### src/rtl/wiper_bank_pkg.sv
package wiper_bank_pkg;
  localparam int PTR_W = 2;
  localparam int NPOT  = 1 << PTR_W;
  localparam int NREG  = 1 << PTR_W;

  typedef enum logic [3:0] {
    K_IGNORE, K_RD_POS, K_WR_POS, K_RD_ST, K_WR_ST,
    K_LD, K_LD_ALL, K_SAVE, K_SAVE_ALL, K_STEP
  } cmd_kind_e;

  typedef enum logic [3:0] {
    BK_NONE, BK_POS_WR, BK_POS_LD, BK_POS_LD_ALL,
    BK_ST_WR, BK_ST_SAVE, BK_ST_SAVE_ALL, BK_STEP_UP, BK_STEP_DN
  } bank_op_e;

  typedef enum logic [2:0] {
    PH_IDLE, PH_CMD, PH_DATA, PH_STEP, PH_DONE
  } phase_e;

  typedef struct packed {
    cmd_kind_e        kind;
    logic [PTR_W-1:0] sel;
    logic [PTR_W-1:0] pot;
  } cmd_t;
endpackage

### src/rtl/wiper_cmd_decode.sv
module wiper_cmd_decode
  import wiper_bank_pkg::*;
(
  input  logic [7:0] byte_i,
  output cmd_t       cmd_o
);
  logic [3:0] opc;
  logic       pot_zero;

  assign opc      = byte_i[7:4];
  assign pot_zero = (byte_i[1:0] == 2'b00);

  always_comb begin
    cmd_o.sel = byte_i[3:2];
    cmd_o.pot = byte_i[1:0];
    case (opc)
      4'b1001: cmd_o.kind = K_RD_POS;
      4'b1010: cmd_o.kind = K_WR_POS;
      4'b1011: cmd_o.kind = K_RD_ST;
      4'b1100: cmd_o.kind = K_WR_ST;
      4'b1101: cmd_o.kind = K_LD;
      4'b1110: cmd_o.kind = K_SAVE;
      4'b0001: cmd_o.kind = pot_zero ? K_LD_ALL : K_IGNORE;
      4'b1000: cmd_o.kind = pot_zero ? K_SAVE_ALL : K_IGNORE;
      4'b0010: cmd_o.kind = K_STEP;
      default: cmd_o.kind = K_IGNORE;
    endcase
  end
endmodule

### src/rtl/wiper_busy_timer.sv
module wiper_busy_timer #(
  parameter int CYC = 250000
) (
  input  logic clk,
  input  logic rst,
  input  logic load,
  output logic busy_o
);
  localparam int CW = $clog2(CYC + 1);
  logic [CW-1:0] cnt_q;

  always_ff @(posedge clk) begin
    if (rst)              cnt_q <= '0;
    else if (load)        cnt_q <= CW'(CYC);
    else if (cnt_q != '0) cnt_q <= cnt_q - 1'b1;
  end

  assign busy_o = (cnt_q != '0);
endmodule

### src/rtl/wiper_reg_bank.sv
module wiper_reg_bank
  import wiper_bank_pkg::*;
#(
  parameter int             DW         = 6,
  parameter logic [DW-1:0]  STORE_INIT = DW'(32)
) (
  input  logic                 clk,
  input  logic                 rst,
  input  bank_op_e             op,
  input  logic [PTR_W-1:0]     pot,
  input  logic [PTR_W-1:0]     sel,
  input  logic [DW-1:0]        wdata,
  output logic [NPOT*DW-1:0]   pos_flat,
  output logic [NPOT*NREG*DW-1:0] st_flat
);
  localparam logic [DW-1:0] MAXV = {DW{1'b1}};

  for (genvar g = 0; g < NPOT; g++) begin : g_pot
    logic [DW-1:0] st_q [NREG];
    logic [DW-1:0] pos_q;
    logic          hit;

    assign hit = (pot == PTR_W'(g));

    initial begin
      for (int i = 0; i < NREG; i++) st_q[i] = STORE_INIT;
    end

    always_ff @(posedge clk) begin
      case (op)
        BK_ST_WR:       if (hit) st_q[sel] <= wdata;
        BK_ST_SAVE:     if (hit) st_q[sel] <= pos_q;
        BK_ST_SAVE_ALL: st_q[sel] <= pos_q;
        default: ;
      endcase
    end

    always_ff @(posedge clk) begin
      if (rst) begin
        pos_q <= st_q[0];
      end else begin
        case (op)
          BK_POS_WR:     if (hit) pos_q <= wdata;
          BK_POS_LD:     if (hit) pos_q <= st_q[sel];
          BK_POS_LD_ALL: pos_q <= st_q[sel];
          BK_STEP_UP:    if (hit && pos_q != MAXV) pos_q <= pos_q + 1'b1;
          BK_STEP_DN:    if (hit && pos_q != '0)   pos_q <= pos_q - 1'b1;
          default: ;
        endcase
      end
    end

    assign pos_flat[g*DW +: DW] = pos_q;
    for (genvar r = 0; r < NREG; r++) begin : g_slot
      assign st_flat[(g*NREG + r)*DW +: DW] = st_q[r];
    end
  end
endmodule

### src/rtl/wiper_cmd_bank.sv
module wiper_cmd_bank
  import wiper_bank_pkg::*;
#(
  parameter int            DW         = 6,
  parameter int            BUSY_CYC   = 250000,
  parameter logic [DW-1:0] STORE_INIT = DW'(32)
) (
  input  logic                 clk,
  input  logic                 rst,
  input  logic                 frm_start,
  input  logic                 frm_stop,
  input  logic                 byte_vld,
  input  logic [7:0]           byte_dat,
  input  logic                 step_vld,
  input  logic                 step_up,
  input  logic                 wp_n,
  output logic                 busy_o,
  output logic                 rd_vld_o,
  output logic [7:0]           rd_dat_o,
  output logic [NPOT*DW-1:0]   pos_o
);
  cmd_t             dec;
  cmd_t             cmd_q;
  phase_e           ph_q;
  logic             pend_q;
  bank_op_e         pend_op_q;
  logic [PTR_W-1:0] pend_pot_q, pend_sel_q;
  logic [DW-1:0]    pend_dat_q;
  logic             rd_vld_q;
  logic [7:0]       rd_dat_q;

  bank_op_e         op;
  logic [PTR_W-1:0] op_pot, op_sel;
  logic [DW-1:0]    op_dat;
  logic             commit;
  logic             live;

  logic [NPOT*DW-1:0]      pos_flat;
  logic [NPOT*NREG*DW-1:0] st_flat;
  logic [DW-1:0]           pos_a [NPOT];
  logic [DW-1:0]           st_a  [NPOT][NREG];

  for (genvar g = 0; g < NPOT; g++) begin : g_unpack
    assign pos_a[g] = pos_flat[g*DW +: DW];
    for (genvar r = 0; r < NREG; r++) begin : g_slot
      assign st_a[g][r] = st_flat[(g*NREG + r)*DW +: DW];
    end
  end

  wiper_cmd_decode u_dec (.byte_i(byte_dat), .cmd_o(dec));

  assign live   = !busy_o;
  assign commit = live && frm_stop && pend_q && wp_n;

  always_comb begin
    op     = BK_NONE;
    op_pot = dec.pot;
    op_sel = dec.sel;
    op_dat = byte_dat[DW-1:0];
    if (live && frm_stop) begin
      if (commit) begin
        op     = pend_op_q;
        op_pot = pend_pot_q;
        op_sel = pend_sel_q;
        op_dat = pend_dat_q;
      end
    end else if (live && !frm_start && byte_vld && ph_q == PH_CMD) begin
      if (dec.kind == K_LD)     op = BK_POS_LD;
      if (dec.kind == K_LD_ALL) op = BK_POS_LD_ALL;
    end else if (live && !frm_start && byte_vld && ph_q == PH_DATA) begin
      op_pot = cmd_q.pot;
      if (cmd_q.kind == K_WR_POS) op = BK_POS_WR;
    end else if (live && !frm_start && step_vld && ph_q == PH_STEP) begin
      op_pot = cmd_q.pot;
      op     = step_up ? BK_STEP_UP : BK_STEP_DN;
    end
  end

  always_ff @(posedge clk) begin
    if (rst) begin
      ph_q       <= PH_IDLE;
      cmd_q      <= '0;
      pend_q     <= 1'b0;
      pend_op_q  <= BK_NONE;
      pend_pot_q <= '0;
      pend_sel_q <= '0;
      pend_dat_q <= '0;
      rd_vld_q   <= 1'b0;
      rd_dat_q   <= '0;
    end else begin
      rd_vld_q <= 1'b0;
      if (live) begin
        if (frm_stop) begin
          ph_q   <= PH_IDLE;
          pend_q <= 1'b0;
        end else if (frm_start) begin
          ph_q   <= PH_CMD;
          pend_q <= 1'b0;
        end else if (byte_vld) begin
          case (ph_q)
            PH_CMD: begin
              cmd_q      <= dec;
              pend_pot_q <= dec.pot;
              pend_sel_q <= dec.sel;
              ph_q       <= PH_DONE;
              case (dec.kind)
                K_RD_POS: begin
                  rd_vld_q <= 1'b1;
                  rd_dat_q <= 8'(pos_a[dec.pot]);
                end
                K_RD_ST: begin
                  rd_vld_q <= 1'b1;
                  rd_dat_q <= 8'(st_a[dec.pot][dec.sel]);
                end
                K_WR_POS, K_WR_ST: ph_q <= PH_DATA;
                K_SAVE: begin
                  pend_q    <= 1'b1;
                  pend_op_q <= BK_ST_SAVE;
                end
                K_SAVE_ALL: begin
                  pend_q    <= 1'b1;
                  pend_op_q <= BK_ST_SAVE_ALL;
                end
                K_STEP:  ph_q <= PH_STEP;
                default: ;
              endcase
            end
            PH_DATA: begin
              ph_q <= PH_DONE;
              if (cmd_q.kind == K_WR_ST) begin
                pend_q     <= 1'b1;
                pend_op_q  <= BK_ST_WR;
                pend_dat_q <= byte_dat[DW-1:0];
              end
            end
            default: ;
          endcase
        end
      end
    end
  end

  wiper_reg_bank #(.DW(DW), .STORE_INIT(STORE_INIT)) u_bank (
    .clk(clk), .rst(rst), .op(op), .pot(op_pot), .sel(op_sel),
    .wdata(op_dat), .pos_flat(pos_flat), .st_flat(st_flat)
  );

  wiper_busy_timer #(.CYC(BUSY_CYC)) u_busy (
    .clk(clk), .rst(rst), .load(commit), .busy_o(busy_o)
  );

  assign rd_vld_o = rd_vld_q;
  assign rd_dat_o = rd_dat_q;
  assign pos_o    = pos_flat;
endmodule

### config.mk
export PLATFORM = sky130hd
export DESIGN_NAME = wiper_cmd_bank
export DESIGN_NICKNAME = d
export VERILOG_FILES = /design/src/rtl/wiper_bank_pkg.sv /design/src/rtl/wiper_cmd_decode.sv /design/src/rtl/wiper_busy_timer.sv /design/src/rtl/wiper_reg_bank.sv /design/src/rtl/wiper_cmd_bank.sv
export SDC_FILE = /design/constraint.sdc
export NUM_CORES = 1
export LEC_CHECK = 0
export CAP_MARGIN = 5
export CORE_ASPECT_RATIO = 1.4
export CORE_MARGIN = 2
export CORE_UTILIZATION = 45
export DETAILED_ROUTE_END_ITERATION = 10
export DONT_BUFFER_PORTS = 1
export PLACE_DENSITY_LB_ADDON = 0.25
export SYNTH_ARGS = -nofsm -noshare
export SYNTH_HDL_FRONTEND = slang
export SYNTH_SLANG_ARGS = --single-unit
### constraint.sdc
create_clock -name clk -period 5.1 [get_ports clk]
set_input_delay 1.02 -clock clk [delete_from_list [all_inputs] [get_ports clk]]
set_output_delay 1.02 -clock clk [all_outputs]
set_load 0.02 [all_outputs]
==> metrics.txt <==
final net count 893; port buffer count 0; core footprint 21,100 sq um; Worst EP arrival between 4000 and 5000 ps; Area Overhead vs Synth 7.97%; count leader, synth edfxtp_1; synthesized cell area 9670 sq um; cts repair resizes 0; PwrDens 361 nW/um^2; die area between 20,000 and 25,000 sq um; multi-input logic area 4820 sq um; CTS buffer count 17; number of synthesized flops with an enable pin 120; CP cell instances inv_1 > ha_1 > or3b_2 > nor2_2 > nand4_2 > nand2_2 > buf_4 > nand2_1 > nor2_1; Fin Clk Skew 10.5 ps; wire length per cell about 27 microns; layout cell share with drive strength beyond 1 12.6%; post-DP HPWL 22,900 microns; worst path buffer plus inverter count 2; Post-synth top cells edfxtp_1, nand2_1, nor2_1; IO Pins 50; first-pass GRT wire length 45,500 microns; Die W 128 microns; delay-heaviest family, CP simple AND/OR/NAND/NOR gates; final core occ 49.4%; Post-route DRC 0; worst-margin pin slew 976 ps; maximum clock rate 0.248 GHz; CP required 5160 ps; dominant cell type by area after synthesis edfxtp_1; clock tree buffer depth 2; flops & latches, synth approximately 170; Root Buffer clkbuf_16; Yosys Warn Count 0; number of hold buffers added after cts 0; largest net degree at the start of global routing between 50 and 60; synthesized instance count 870; initial antenna violation count 0; CTS tree yes; max-cap violations 0; post-CTS setup buffer count 0; crit share post-route 79.2%; Sink Count 166; H-tree levels 4; total global routing overflow 0; run status complete, no violations; Initial Util 45.8%; Worst setup EP type flip-flop; FILL cells 1,890; CP Max Fanout 53; Iter 0 DRT Violations 675; Die Ht 177 microns; sequential share of the synthesized area 46.8%; Crit path largest cell delay 790 ps; CP Class flip-flop to flip-flop; final hold vios 0; asr flop ratio synth 0%; Final Setup Violations 0; Final GP Congestion between 0.9 and 1; Synth area leaders edfxtp_1, dfxtp_1, mux4_2; register area 4520 sq um; Site Rows 63; clock transition at the registers of the reported paths 70 ps; GRT Total Usage 27.5%; vias per inst 6.73; crit start category flip-flop; Critical-path top delay cell nor2_1; clk_lat worst skew 440 ps; total power 3.77 mW; drt total wl 30,700 microns; top cell type's share of synthesized area 37.3%; ant diodes 0; Synth Flop Type edfxtp_1; Rel. slew slack 34.7%; Synth Area per Inst 11.1 sq um; vias in the first global route 7,371; Final Max Slew Viols 0; unique cell type count in the Yosys netlist between 60 and 70; via count 7,597; Routed Antenna Nets 0; fin crit period approximately 4000 ps; Worst Hold Class flip-flop to flip-flop; setup TNS 0 ps; unrepaired setup endpoints after global routing no; first-pass iteration count of the detailed router 5; Static Leak 3.59 nW; Max VDD drop 231 uV
-- registers in the layout, indices dropped and copies added, names as in the netlist --
register / count
pend_op_q: 3
pend_sel_q: 2
rd_dat_o: 6
u_bank.g_pot.st_q: 96
rd_vld_o: 1
u_busy.cnt_q: 18
pend_pot_q: 2
pend_q: 1
pend_dat_q: 6
cmd_q: 4
ph_q: 3
u_bank.g_pot.pos_q: 24
-- per-layer routing --
layer	share of wire, %	global-route usage [%]	vias to the layer above
met5	0	0	-
met4	5.4	15.8	0
li1	-	-	3346
met2	51	47.2	386
met3	7.2	6.00	104
met1	37	31.4	3761
-- final timing paths --
kind	from	to	slack, ps	cells past startpoint
max	u_busy.cnt_q[0]	u_bank.g_pot[1].st_q[3][1]	1060	9
min	u_busy.cnt_q[3]	u_busy.cnt_q[3]	480	2
max reg2reg	u_busy.cnt_q[0]	u_bank.g_pot[1].st_q[3][1]	1060	9
min reg2reg	u_busy.cnt_q[3]	u_busy.cnt_q[3]	480	2
-- worst reg2reg max path: stages (launching register included) --
cell	delay, ps
dfxtp_1	330
inv_1	110
ha_1	200
or3b_2	470
nor2_2	360
nand4_2	440
nand2_2	180
buf_4	550
nand2_1	230
nor2_1	790
-- layout by cell type, fill, tap and decap left out, types with 5 or more instances in the layout --
| cell type | Yosys | routed |
|---|---|---|
| dfxtp_1 | 46 | 46 |
| a21oi_1 | 55 | 55 |
| buf_4 | 8 | 20 |
| or3_1 | 8 | 8 |
| xor2_1 | 11 | 11 |
| or4_1 | 7 | 7 |
| nor3_1 | 14 | 14 |
| a32oi_1 | 7 | 7 |
| mux4_2 | 36 | 36 |
| nand4_1 | 6 | 6 |
| nor4_1 | 9 | 9 |
| xnor2_1 | 23 | 23 |
| nor4b_1 | 5 | 5 |
| ha_1 | 18 | 18 |
| o21ai_0 | 40 | 40 |
| mux2i_1 | 40 | 40 |
| a311o_1 | 11 | 11 |
| a211oi_1 | 37 | 37 |
| a2bb2oi_1 | 14 | 14 |
| inv_1 | 16 | 16 |
| nor2b_1 | 8 | 8 |
| nand3_1 | 14 | 14 |
| nand2_1 | 83 | 83 |
| a211o_1 | 7 | 7 |
| a21o_1 | 9 | 9 |
| clkbuf_16 | 0 | 17 |
| edfxtp_1 | 120 | 120 |
| and3_1 | 26 | 26 |
| o211ai_1 | 6 | 6 |
| nor2_1 | 65 | 65 |
-- final cells by class --
| class | instances | share of cell area [%] |
|---|---|---|
| tap | 260 | 3.12 |
| clock buffer | 20 | 4.18 |
| sequential | 166 | 43.3 |
| timing repair buffer | 20 | 1.44 |
| inverter | 16 | 0.575 |
| clock inverter | 12 | 1.19 |
| multi-input combinational | 634 | 46.2 |
-- report_power, final --
group          total (mW)  switching (mW)  internal [mW]
clock network        1.25           0.572          0.681
registers            1.64           0.119           1.52
logic               0.876           0.541          0.334
total                3.77            1.23           2.54
-- cell families after synthesis --
| group | synth area share [%] |
|---|---|
| xor gates and xnor gates | 3.08 |
| and+or+nand+nor | 14.8 |
| other | 0.0388 |
| muxes | 12.8 |
| AOI/OAI and AO/OA | 15.9 |
| DFF | 46.8 |
| adders and majority gates | 3.16 |
| buffers and inverters | 3.40 |
-- per-stage QoR --
step	cell area, sq um	setup WS, ps	hold WS [ps]	std cells
global route	10400	1000	501	1128
detailed placement	9880	1090	460	1096
CTS	10400	1170	484	1128
finish	10400	1060	478	1128
global placement	9880	1150	469	1096
floorplan	9670	1090	442	871
No activity file was read; power rests on OpenSTA's default activity.
